## src/rtl/codec_pwr_pkg.sv

```systemverilog
package codec_pwr_pkg;
  typedef enum logic {PWR_DOWN = 1'b0, PWR_UP = 1'b1} pwr_state_e;

  localparam int unsigned TX_SYNCS_TO_DRIVE = 2;
  typedef logic [1:0] sync_cnt_t;

  function automatic sync_cnt_t sat_inc(sync_cnt_t v);
    return (v >= sync_cnt_t'(TX_SYNCS_TO_DRIVE)) ? v : v + 1'b1;
  endfunction
endpackage

```

## src/rtl/cps_sync.sv

```systemverilog
module cps_sync #(
  parameter int unsigned WIDTH  = 3,
  parameter int unsigned STAGES = 2
) (
  input  logic             clk,
  input  logic             rst,
  input  logic [WIDTH-1:0] d,
  output logic [WIDTH-1:0] q
);
  logic [WIDTH-1:0] stage_q [STAGES];

  always_ff @(posedge clk) begin
    if (rst) begin
      for (int i = 0; i < STAGES; i++) stage_q[i] <= '0;
    end else begin
      stage_q[0] <= d;
      for (int i = 1; i < STAGES; i++) stage_q[i] <= stage_q[i-1];
    end
  end

  assign q = stage_q[STAGES-1];
endmodule

```

## src/rtl/cps_pin_class.sv

```systemverilog
module cps_pin_class #(
  parameter int unsigned WIN = 16
) (
  input  logic clk,
  input  logic rst,
  input  logic pin_s,
  output logic static_hi
);
  localparam int unsigned WW = (WIN > 1) ? $clog2(WIN) : 1;

  logic          pin_prev;
  logic [WW-1:0] win_cnt;
  logic [1:0]    edges;
  logic          edge_now, win_last, enough;

  assign edge_now = pin_s ^ pin_prev;
  assign win_last = (win_cnt == WW'(WIN - 1));
  assign enough   = (edges >= 2'd2) || (edges == 2'd1 && edge_now);

  always_ff @(posedge clk) begin
    if (rst) begin
      pin_prev  <= 1'b0;
      win_cnt   <= '0;
      edges     <= '0;
      static_hi <= 1'b1;
    end else begin
      pin_prev <= pin_s;
      if (win_last) begin
        win_cnt   <= '0;
        edges     <= '0;
        static_hi <= !enough && pin_s;
      end else begin
        win_cnt <= win_cnt + 1'b1;
        if (edge_now && edges != 2'd2) edges <= edges + 1'b1;
      end
    end
  end

  // the class is re-decided only at a window boundary
  assert_class_at_window_end_R4: assert property (@(posedge clk) disable iff (rst)
    !win_last |=> $stable(static_hi));
endmodule

```

## src/rtl/cps_idle_timer.sv

```systemverilog
module cps_idle_timer #(
  parameter int unsigned TIMEOUT = 250000
) (
  input  logic clk,
  input  logic rst,
  input  logic reload,
  output logic idle
);
  localparam int unsigned TW = $clog2(TIMEOUT + 1);

  logic [TW-1:0] count_q;

  always_ff @(posedge clk) begin
    if (rst)                count_q <= '0;
    else if (reload)        count_q <= TW'(TIMEOUT);
    else if (count_q != '0) count_q <= count_q - 1'b1;
  end

  assign idle = (count_q == '0);

  assert_reload_R6: assert property (@(posedge clk) disable iff (rst)
    reload |=> count_q == TW'(TIMEOUT));

  assert_count_down_R5: assert property (@(posedge clk) disable iff (rst)
    (!reload && count_q != '0) |=> count_q == $past(count_q) - 1'b1);
endmodule

```

## src/rtl/codec_pwr_seq.sv

```systemverilog
module codec_pwr_seq
  import codec_pwr_pkg::*;
#(
  parameter int unsigned PIN_WIN     = 16,
  parameter int unsigned IDLE_CYCLES = 250000,
  parameter int unsigned SYNC_STAGES = 2
) (
  input  logic clk,
  input  logic rst,
  input  logic clkpd_in,
  input  logic tx_sync,
  input  logic rx_sync,
  output logic core_on,
  output logic pcm_drive_en
);
  logic [2:0] raw_in, syn;
  logic       pin_s, tx_s, rx_s;
  logic       tx_prev, rx_prev;
  logic       tx_edge, rx_edge, any_edge;
  logic       pin_static_hi, timer_idle;
  pwr_state_e state_q, state_d;
  sync_cnt_t  txcnt_q, txcnt_d;

  assign raw_in = {clkpd_in, tx_sync, rx_sync};

  cps_sync #(.WIDTH(3), .STAGES(SYNC_STAGES)) u_sync (
    .clk(clk), .rst(rst), .d(raw_in), .q(syn)
  );

  assign {pin_s, tx_s, rx_s} = syn;

  always_ff @(posedge clk) begin
    if (rst) begin
      tx_prev <= 1'b0;
      rx_prev <= 1'b0;
    end else begin
      tx_prev <= tx_s;
      rx_prev <= rx_s;
    end
  end

  assign tx_edge  = tx_s & ~tx_prev;
  assign rx_edge  = rx_s & ~rx_prev;
  assign any_edge = tx_edge | rx_edge;

  cps_pin_class #(.WIN(PIN_WIN)) u_pin (
    .clk(clk), .rst(rst), .pin_s(pin_s), .static_hi(pin_static_hi)
  );

  cps_idle_timer #(.TIMEOUT(IDLE_CYCLES)) u_timer (
    .clk(clk), .rst(rst), .reload(any_edge), .idle(timer_idle)
  );

  always_comb begin
    state_d = state_q;
    if (pin_static_hi)   state_d = PWR_DOWN;
    else if (any_edge)   state_d = PWR_UP;
    else if (timer_idle) state_d = PWR_DOWN;

    if (state_d == PWR_DOWN) txcnt_d = '0;
    else if (tx_edge)        txcnt_d = sat_inc(txcnt_q);
    else                     txcnt_d = txcnt_q;
  end

  always_ff @(posedge clk) begin
    if (rst) begin
      state_q      <= PWR_DOWN;
      txcnt_q      <= '0;
      pcm_drive_en <= 1'b0;
    end else begin
      state_q      <= state_d;
      txcnt_q      <= txcnt_d;
      pcm_drive_en <= (state_d == PWR_UP) &&
                      (txcnt_d >= sync_cnt_t'(TX_SYNCS_TO_DRIVE));
    end
  end

  assign core_on = (state_q == PWR_UP);

  assert_static_high_down_R3: assert property (@(posedge clk) disable iff (rst)
    pin_static_hi |=> !core_on);

  assert_wake_needs_sync_R2: assert property (@(posedge clk) disable iff (rst)
    $rose(core_on) |-> $past(any_edge));

  assert_idle_down_R5: assert property (@(posedge clk) disable iff (rst)
    (timer_idle && !any_edge) |=> !core_on);

  assert_drive_needs_up_R7: assert property (@(posedge clk) disable iff (rst)
    pcm_drive_en |-> core_on);

  assert_count_cleared_R8: assert property (@(posedge clk) disable iff (rst)
    ($rose(core_on) && !$past(tx_edge)) |-> !pcm_drive_en);
endmodule

```

## config.mk

```make
export PLATFORM = sky130hd
export DESIGN_NAME = codec_pwr_seq
export DESIGN_NICKNAME = d
export VERILOG_FILES = /design/src/rtl/codec_pwr_pkg.sv /design/src/rtl/cps_sync.sv /design/src/rtl/cps_pin_class.sv /design/src/rtl/cps_idle_timer.sv /design/src/rtl/codec_pwr_seq.sv
export SDC_FILE = /design/constraint.sdc
export NUM_CORES = 1
export LEC_CHECK = 0
export CORE_ASPECT_RATIO = 0.7
export CORE_UTILIZATION = 60
export CTS_CLUSTER_DIAMETER = 100
export DETAILED_ROUTE_END_ITERATION = 7
export DONT_BUFFER_PORTS = 1
export HOLD_SLACK_MARGIN = 0.12
export PLACE_DENSITY = 0.83
export SLEW_MARGIN = 10
export SYNTH_ARGS = -nofsm -noshare
export SYNTH_HDL_FRONTEND = slang
export SYNTH_SLANG_ARGS = --single-unit
```

## constraint.sdc

```tcl
create_clock -name clk -period 2.73 [get_ports clk]
set_clock_uncertainty 0.05 [all_clocks]
set_input_delay 0.273 -clock clk [delete_from_list [all_inputs] [get_ports clk]]
set_output_delay 0.273 -clock clk [all_outputs]
set_load 0.01 [all_outputs]
```

==> impl_metrics.json, run 1 <==
{
  "layout.cells.non_filler": 228,
  "start_kind": "flop",
  "met2_usage_pct": 39.8,
  "syn_nets": 198,
  "synthCells": 187,
  "power.leakage_nw": 0.696,
  "placed_cell_area_mm2": 0.00172,
  "die-area_mm2": 0.00304,
  "finalWirelength_mm": 3.49,
  "yosysMostFrequentCell": "dfxtp_1",
  "antenna_found_initial": 0,
  "diodes": 0,
  "syn2layout_area_growth_pct": 9.39,
  "avgSynthCellArea_um2": 9.05,
  "period_share_pct": 81.1,
  "holdCritPathClass": "in -> reg",
  "clockBufferDepth": 2,
  "grt_pass1_vias": 1275,
  "grt_max_degree": 22,
  "cp_data_required_time_ns": 2.81,
  "drt_iter0_drc": 108,
  "route.detailed.drc": 0,
  "nets": 204,
  "clkLatencyLatePin_ns": 0.30,
  "clk_pin_slew_ns": 0.07,
  "clock_sinks": 38,
  "vdd_drop_max_mv": 0.770,
  "syn_area_mm2": 0.00169,
  "hold_violations": 0,
  "initial_core_util_pct": 65.8,
  "worst_pin_slew_ns": 0.828,
  "ant_nets": 0,
  "synth_seq_cells": 38,
  "first_pass_iters": 4,
  "use_met3_pct": 7.92,
  "arrival_ns": 2.29,
  "maxCapViolCount": 0,
  "async_flop_share_pct": 0,
  "crit_path_max_fanout": 8,
  "ctsHoldBuffers": 4,
  "grt_use_met1_pct": 34.0,
  "root_buffer": "clkbuf_8",
  "power_density_mw_per_mm2": 1050,
  "core_mm2": 0.00257,
  "drv_slew": 0,
  "top_usage_layer": "met2",
  "endpoint_kind": "flop",
  "yosysUniqueCellTypes": 38,
  "dp_hpwl_mm": 2.51,
  "routabilityCongestion": 0.860,
  "yosysTopAreaCellShare_pct": 44.9,
  "worstSetupPathType": "reg -> reg",
  "fp.dieW_um": 65.5,
  "grt.total_usage_pct": 26.9,
  "grt_setup_unrepaired": "no",
  "cts_resized": 0,
  "grt-ovfl-total": 0,
  "ys_dominant_reg_cell": "dfxtp_1",
  "synth_seq_area_share_pct": 44.9,
  "dr_total_vias": 1422,
  "tns_ns": 0,
  "cts_max_level": 2,
  "ioPinCount": 7,
  "tritoncts": "yes",
  "synth_common_cells": "dfxtp_1 (38), nand2_1 (13), nor2_1 (13), nor2b_1 (11)",
  "yosysWarningCount": 0,
  "setup_viol": 0,
  "port_buffers": 0,
  "finalPower_mw": 1.94,
  "vias_per_cell": 6.24,
  "layout-drive-gt1-share_pct": 7.73,
  "synth_edf_count": 0,
  "status": "finished, final reports clean",
  "cts_setup_buffers": 0,
  "synth.largest_area_cell": "dfxtp_1",
  "numCtsBuffers": 5,
  "fp-row-count": 15,
  "placed_cells": 216,
  "ys_top_cells_by_area": "dfxtp_1 (45%), ha_1 (4.4%), nor2b_1 (4.1%)",
  "fin_crit_ns": 2.21,
  "stdcell_area_mm2": 0.00185,
  "max_freq_ghz": 0.452,
  "slew_headroom_pct": 44.4,
  "grt_pass1_wl_mm": 5.75,
  "dieHeight_um": 46.4,
  "wl_per_cell_um": 15.3
}
cells by family (layout without fill, tap and decap cells):
| kind of cell | count (synthesis) | count (layout) | share of synthesized area (%) |
|---|---|---|---|
| buf+inv | 14 | 21 | 3.10 |
| fa+ha+maj | 6 | 6 | 4.43 |
| mux | 3 | 3 | 1.77 |
| compound gates | 41 | 41 | 16.6 |
| xor+xnor | 4 | 4 | 2.07 |
| flops | 38 | 38 | 44.9 |
| simple gates | 81 | 81 | 27.1 |
sequential cells by signal, summed over array words and instances, names as in the netlist:
| signal | count |
|---|---|
| core_on | 1 |
| pcm_drive_en | 1 |
| rx_prev | 1 |
| tx_prev | 1 |
| txcnt_q | 2 |
| u_pin.edges | 2 |
| u_pin.pin_prev | 1 |
| u_pin.static_hi | 1 |
| u_pin.win_cnt | 4 |
| u_sync.stage_q | 6 |
| u_timer.count_q | 18 |
layout by cell type (no fill, tap or decap), types with 4 or more instances in the layout:
cell,count
a2111oi_0,5
a21oi_1,8
a31oi_1,6
clkbuf_8,6
dfxtp_1,38
dlygate4sd3_1,4
ha_1,6
inv_1,8
nand2_1,13
nand2b_1,5
nand3_1,4
nor2_1,13
nor2b_1,11
nor3_1,6
nor4_1,4
o21ai_0,6
or3_1,8
or4_1,6
layer usage:
metal | share of wire (%) | vias up
li1 | - | 702
met3 | 5.4 | 11
met5 | 0 | -
met1 | 47 | 665
met4 | 2.4 | 0
met2 | 45 | 44
stage by stage:
step	hold WS [ns]	setup WS, ns	utilization, %
finish	0.218	0.516	72.0
global route	0.258	0.378	72.0
CTS	0.220	0.538	72.0
detailed placement	0.297	0.555	66.9
global placement	0.296	0.653	66.9
floorplan	0.351	0.733	-
final cells by class:
type / count / area, um^2
Multi-Input combinational cell: 135 / 880
Sequential cell: 38 / 761
Fill cell: 185 / 719
Clock buffer: 7 / 86.3
Timing Repair Buffer: 5 / 47.5
Tap cell: 34 / 42.5
Inverter: 8 / 30.0
Clock inverter: 1 / 5.00
critical path, stage by stage (launching register included):
cell       delay [ns]
dfxtp_1          0.37
or4_1            0.68
or3_1            0.49
o21ai_1          0.28
a2111oi_0        0.17
final timing paths:
kind                            cells after the start  slack [ns]                              from                                to
worst max-delay path                                4        0.52  u_timer.count_q[12]$_SDFFE_PP0P_             txcnt_q[1]$_SDFF_PP0_
worst min-delay path                                2        0.22                               rst  u_timer.count_q[11]$_SDFFE_PP0P_
worst max register to register                      4        0.52  u_timer.count_q[12]$_SDFFE_PP0P_             txcnt_q[1]$_SDFF_PP0_
worst min register to register                      1        0.40   u_sync.stage_q[0][0]$_SDFF_PP0_   u_sync.stage_q[0][3]$_SDFF_PP0_
power breakdown:
part | internal (mW) | total [mW] | switching [mW]
sequential | 0.666 | 0.798 | 0.132
combinational | 0.308 | 0.745 | 0.437
clock | 0.203 | 0.395 | 0.192
No activity file was read; power rests on OpenSTA's default activity.
==> run 2, diff against run 1 <==
Settings changed: CORE_UTILIZATION 60 to 55, PLACE_DENSITY 0.83 to 0.8.
Clock period 2.73 ns to 2 ns, I/O delays scaled along.
==> run 2 against run 1 <==
The run now ends with setup timing left. First-iteration DRC count down 32%. Register-to-register slack worse by 0.58 ns. Clock-buffer cell count unchanged. Critical path depth unchanged. Clock power up 36%. Final area up 21%. Utilization up 6.6 points. Sequential power up 29%. Worst hold slack worse by 0.056 ns. Via count up 10%. Power up 76%. Largest cell class unchanged.
==> impl_metrics.json, run 2 (synthesized netlist as in run 1, its figures left out) <==
{
  "status": "finished, violations left",
  "violations": "setup timing",
  "arrival_ns": 2.23,
  "worstSetupPathType": "reg -> reg",
  "r2r-start": "u_timer.count_q[0]$_SDFFE_PP0P_",
  "fp.dieW_um": 68.3,
  "crit_family": "simple AND/OR/NAND/NOR gates",
  "grt-ovfl-total": 0,
  "initial_core_util_pct": 59.1,
  "hold_path_end": "u_timer.count_q[11]$_SDFFE_PP0P_",
  "grt.total_usage_pct": 29.5,
  "numCtsBuffers": 5,
  "clockBufferDepth": 2,
  "clkLatencyLatePin_ns": 0.29,
  "root_buffer": "clkbuf_8",
  "slew_headroom_pct": 40.2,
  "hp-start": "rst",
  "grt_max_degree": 23,
  "drt_iter0_drc": 73,
  "power.leakage_nw": 0.907,
  "nets": 239,
  "crit_path_max_incr_delay_ns": 0.55,
  "dp_hpwl_mm": 2.84,
  "whs_path_depth": 2,
  "port_buffers": 0,
  "syn2layout_area_growth_pct": 32.9,
  "setup_viol": 4,
  "vias_per_cell": 5.92,
  "first_pass_iters": 4,
  "drv_slew": 0,
  "layout.cells.non_filler": 265,
  "finalWorstSetupSlack_ns": -0.0604,
  "worstPathBufferInverterCount": 0,
  "placed_cell_area_mm2": 0.00192,
  "tns_ns": -0.159,
  "tritoncts": "yes",
  "crit_path_max_fanout": 4,
  "stdcell_area_mm2": 0.00225,
  "r2r_end": "u_timer.count_q[9]$_SDFFE_PP0P_",
  "hold_violations": 0,
  "maxCapViolCount": 0,
  "route.detailed.drc": 0,
  "ioPinCount": 7,
  "wl_per_cell_um": 16.6,
  "cp_data_required_time_ns": 2.17,
  "rrSetupSlack_ns": -0.06,
  "reg2reg_depth": 4,
  "grt_pass1_wl_mm": 6.99,
  "clk_pin_slew_ns": 0.07,
  "largest_reg_flops": 18,
  "crit_start": "u_timer.count_q[0]$_SDFFE_PP0P_",
  "critPathMostFrequentCell": "or4_4",
  "antenna_found_initial": 0,
  "dieHeight_um": 48.4,
  "finalWirelength_mm": 4.40,
  "endpoint_kind": "flop",
  "crit_slowest_cell": "or4_4",
  "worst_pin_slew_ns": 0.891,
  "routabilityCongestion": 0.796,
  "fillCellCount": 188,
  "start_kind": "flop",
  "cp_cell_sequence": "or4_4 > or4_4 > or4b_4 > a21oi_2",
  "max_freq_ghz": 0.485,
  "final_cell_mix": "dfxtp_1 (36), buf_4 (26), nor2_1 (13), nand2_1 (13), dlygate4sd3_1 (13)",
  "period_share_pct": 103,
  "vdd_drop_max_mv": 0.967,
  "dr_total_vias": 1570,
  "largest_register": "u_timer.count_q",
  "diodes": 0,
  "clock_sinks": 38,
  "holdCritPathClass": "in -> reg",
  "fp-row-count": 16,
  "grt_setup_unrepaired": "yes",
  "core_mm2": 0.00286,
  "die-area_mm2": 0.00331,
  "final_common_cell": "dfxtp_1",
  "cts_max_level": 2,
  "ant_nets": 0,
  "layout-drive-gt1-share_pct": 26.6,
  "fin_crit_ns": 2.06,
  "grt_pass1_vias": 1509,
  "placed_cells": 244,
  "power_density_mw_per_mm2": 1510,
  "reg_top3": "u_timer.count_q (18), u_sync.stage_q (6), u_pin.win_cnt (4)"
}
-- run 2: cell types whose count changed in the layout (fill, tap and decap cells not counted), sizes merged --
cell	before	now
buf	1	27
dlygate4sd3	4	13
-- run 2: final cells by class --
class,instances,area (um^2),share of cell area [%]
clock buffer,7,86.3,3.84
clock inverter,1,5.00,0.222
inverter,8,30.0,1.33
multi-input combinational,135,983,43.7
sequential,38,763,33.9
tap,36,45.0,2.00
timing repair buffer,40,337,15.0
-- run 2: stage by stage --
step           utilization [%]  setup slack [ns]  power (mW)  hold WS [ns]
4_1_cts                   75.4           -0.0566        3.15       -0.0913
3_3_place_gp              67.0          -0.00667        2.41         0.223
2_1_floorplan                -           0.00279        1.86         0.278
3_5_place_dp              67.0           -0.0673        2.50         0.222
6_report                  78.6           -0.0604        3.40         0.162
5_1_grt                   78.6           -0.0952        3.59         0.152
-- run 2: timing repair --
action / 4_1_cts / 5_1_grt
hold endpoints to repair: 23 / 11
hold buffers: 12 / 1
pin swaps: 3 / 3
endpoints found under the setup margin: 9 / 21
setup buffers: 0 / 0
gates resized for setup: 8 / 18
-- run 2: worst max path at each step --
stage / endpoint / slack (ns) / cells past startpoint
2_1_floorplan: u_timer.count_q[17]$_SDFFE_PP0P_ / 0.003 / 4
3_3_place_gp: u_timer.count_q[17]$_SDFFE_PP0P_ / -0.007 / 3
3_5_place_dp: u_timer.count_q[9]$_SDFFE_PP0P_ / -0.07 / 4
4_1_cts: u_timer.count_q[7]$_SDFFE_PP0P_ / -0.06 / 5
5_1_grt: u_timer.count_q[13]$_SDFFE_PP0P_ / -0.1 / 5
6_report: u_timer.count_q[9]$_SDFFE_PP0P_ / -0.06 / 4
-- run 2: worst reg2reg max path, cell delays in order (launching register included) --
cell and delay (ns):
dfxtp_2 0.33, or4_4 0.55, or4_4 0.44, or4b_4 0.50, a21oi_2 0.13
-- run 2: metal layers --
layer	GRT usage, %	vias up	wire [um]
met5	0	-	0
met2	47.5	37	2250
met1	35.6	752	1870
li1	-	771	-
met4	11.1	0	96
met3	10.1	10	186
-- run 2: where the power goes --
group,switching [mW],internal (mW)
clock network,0.261,0.278
logic,0.931,0.907
registers,0.117,0.911
total,1.31,2.10
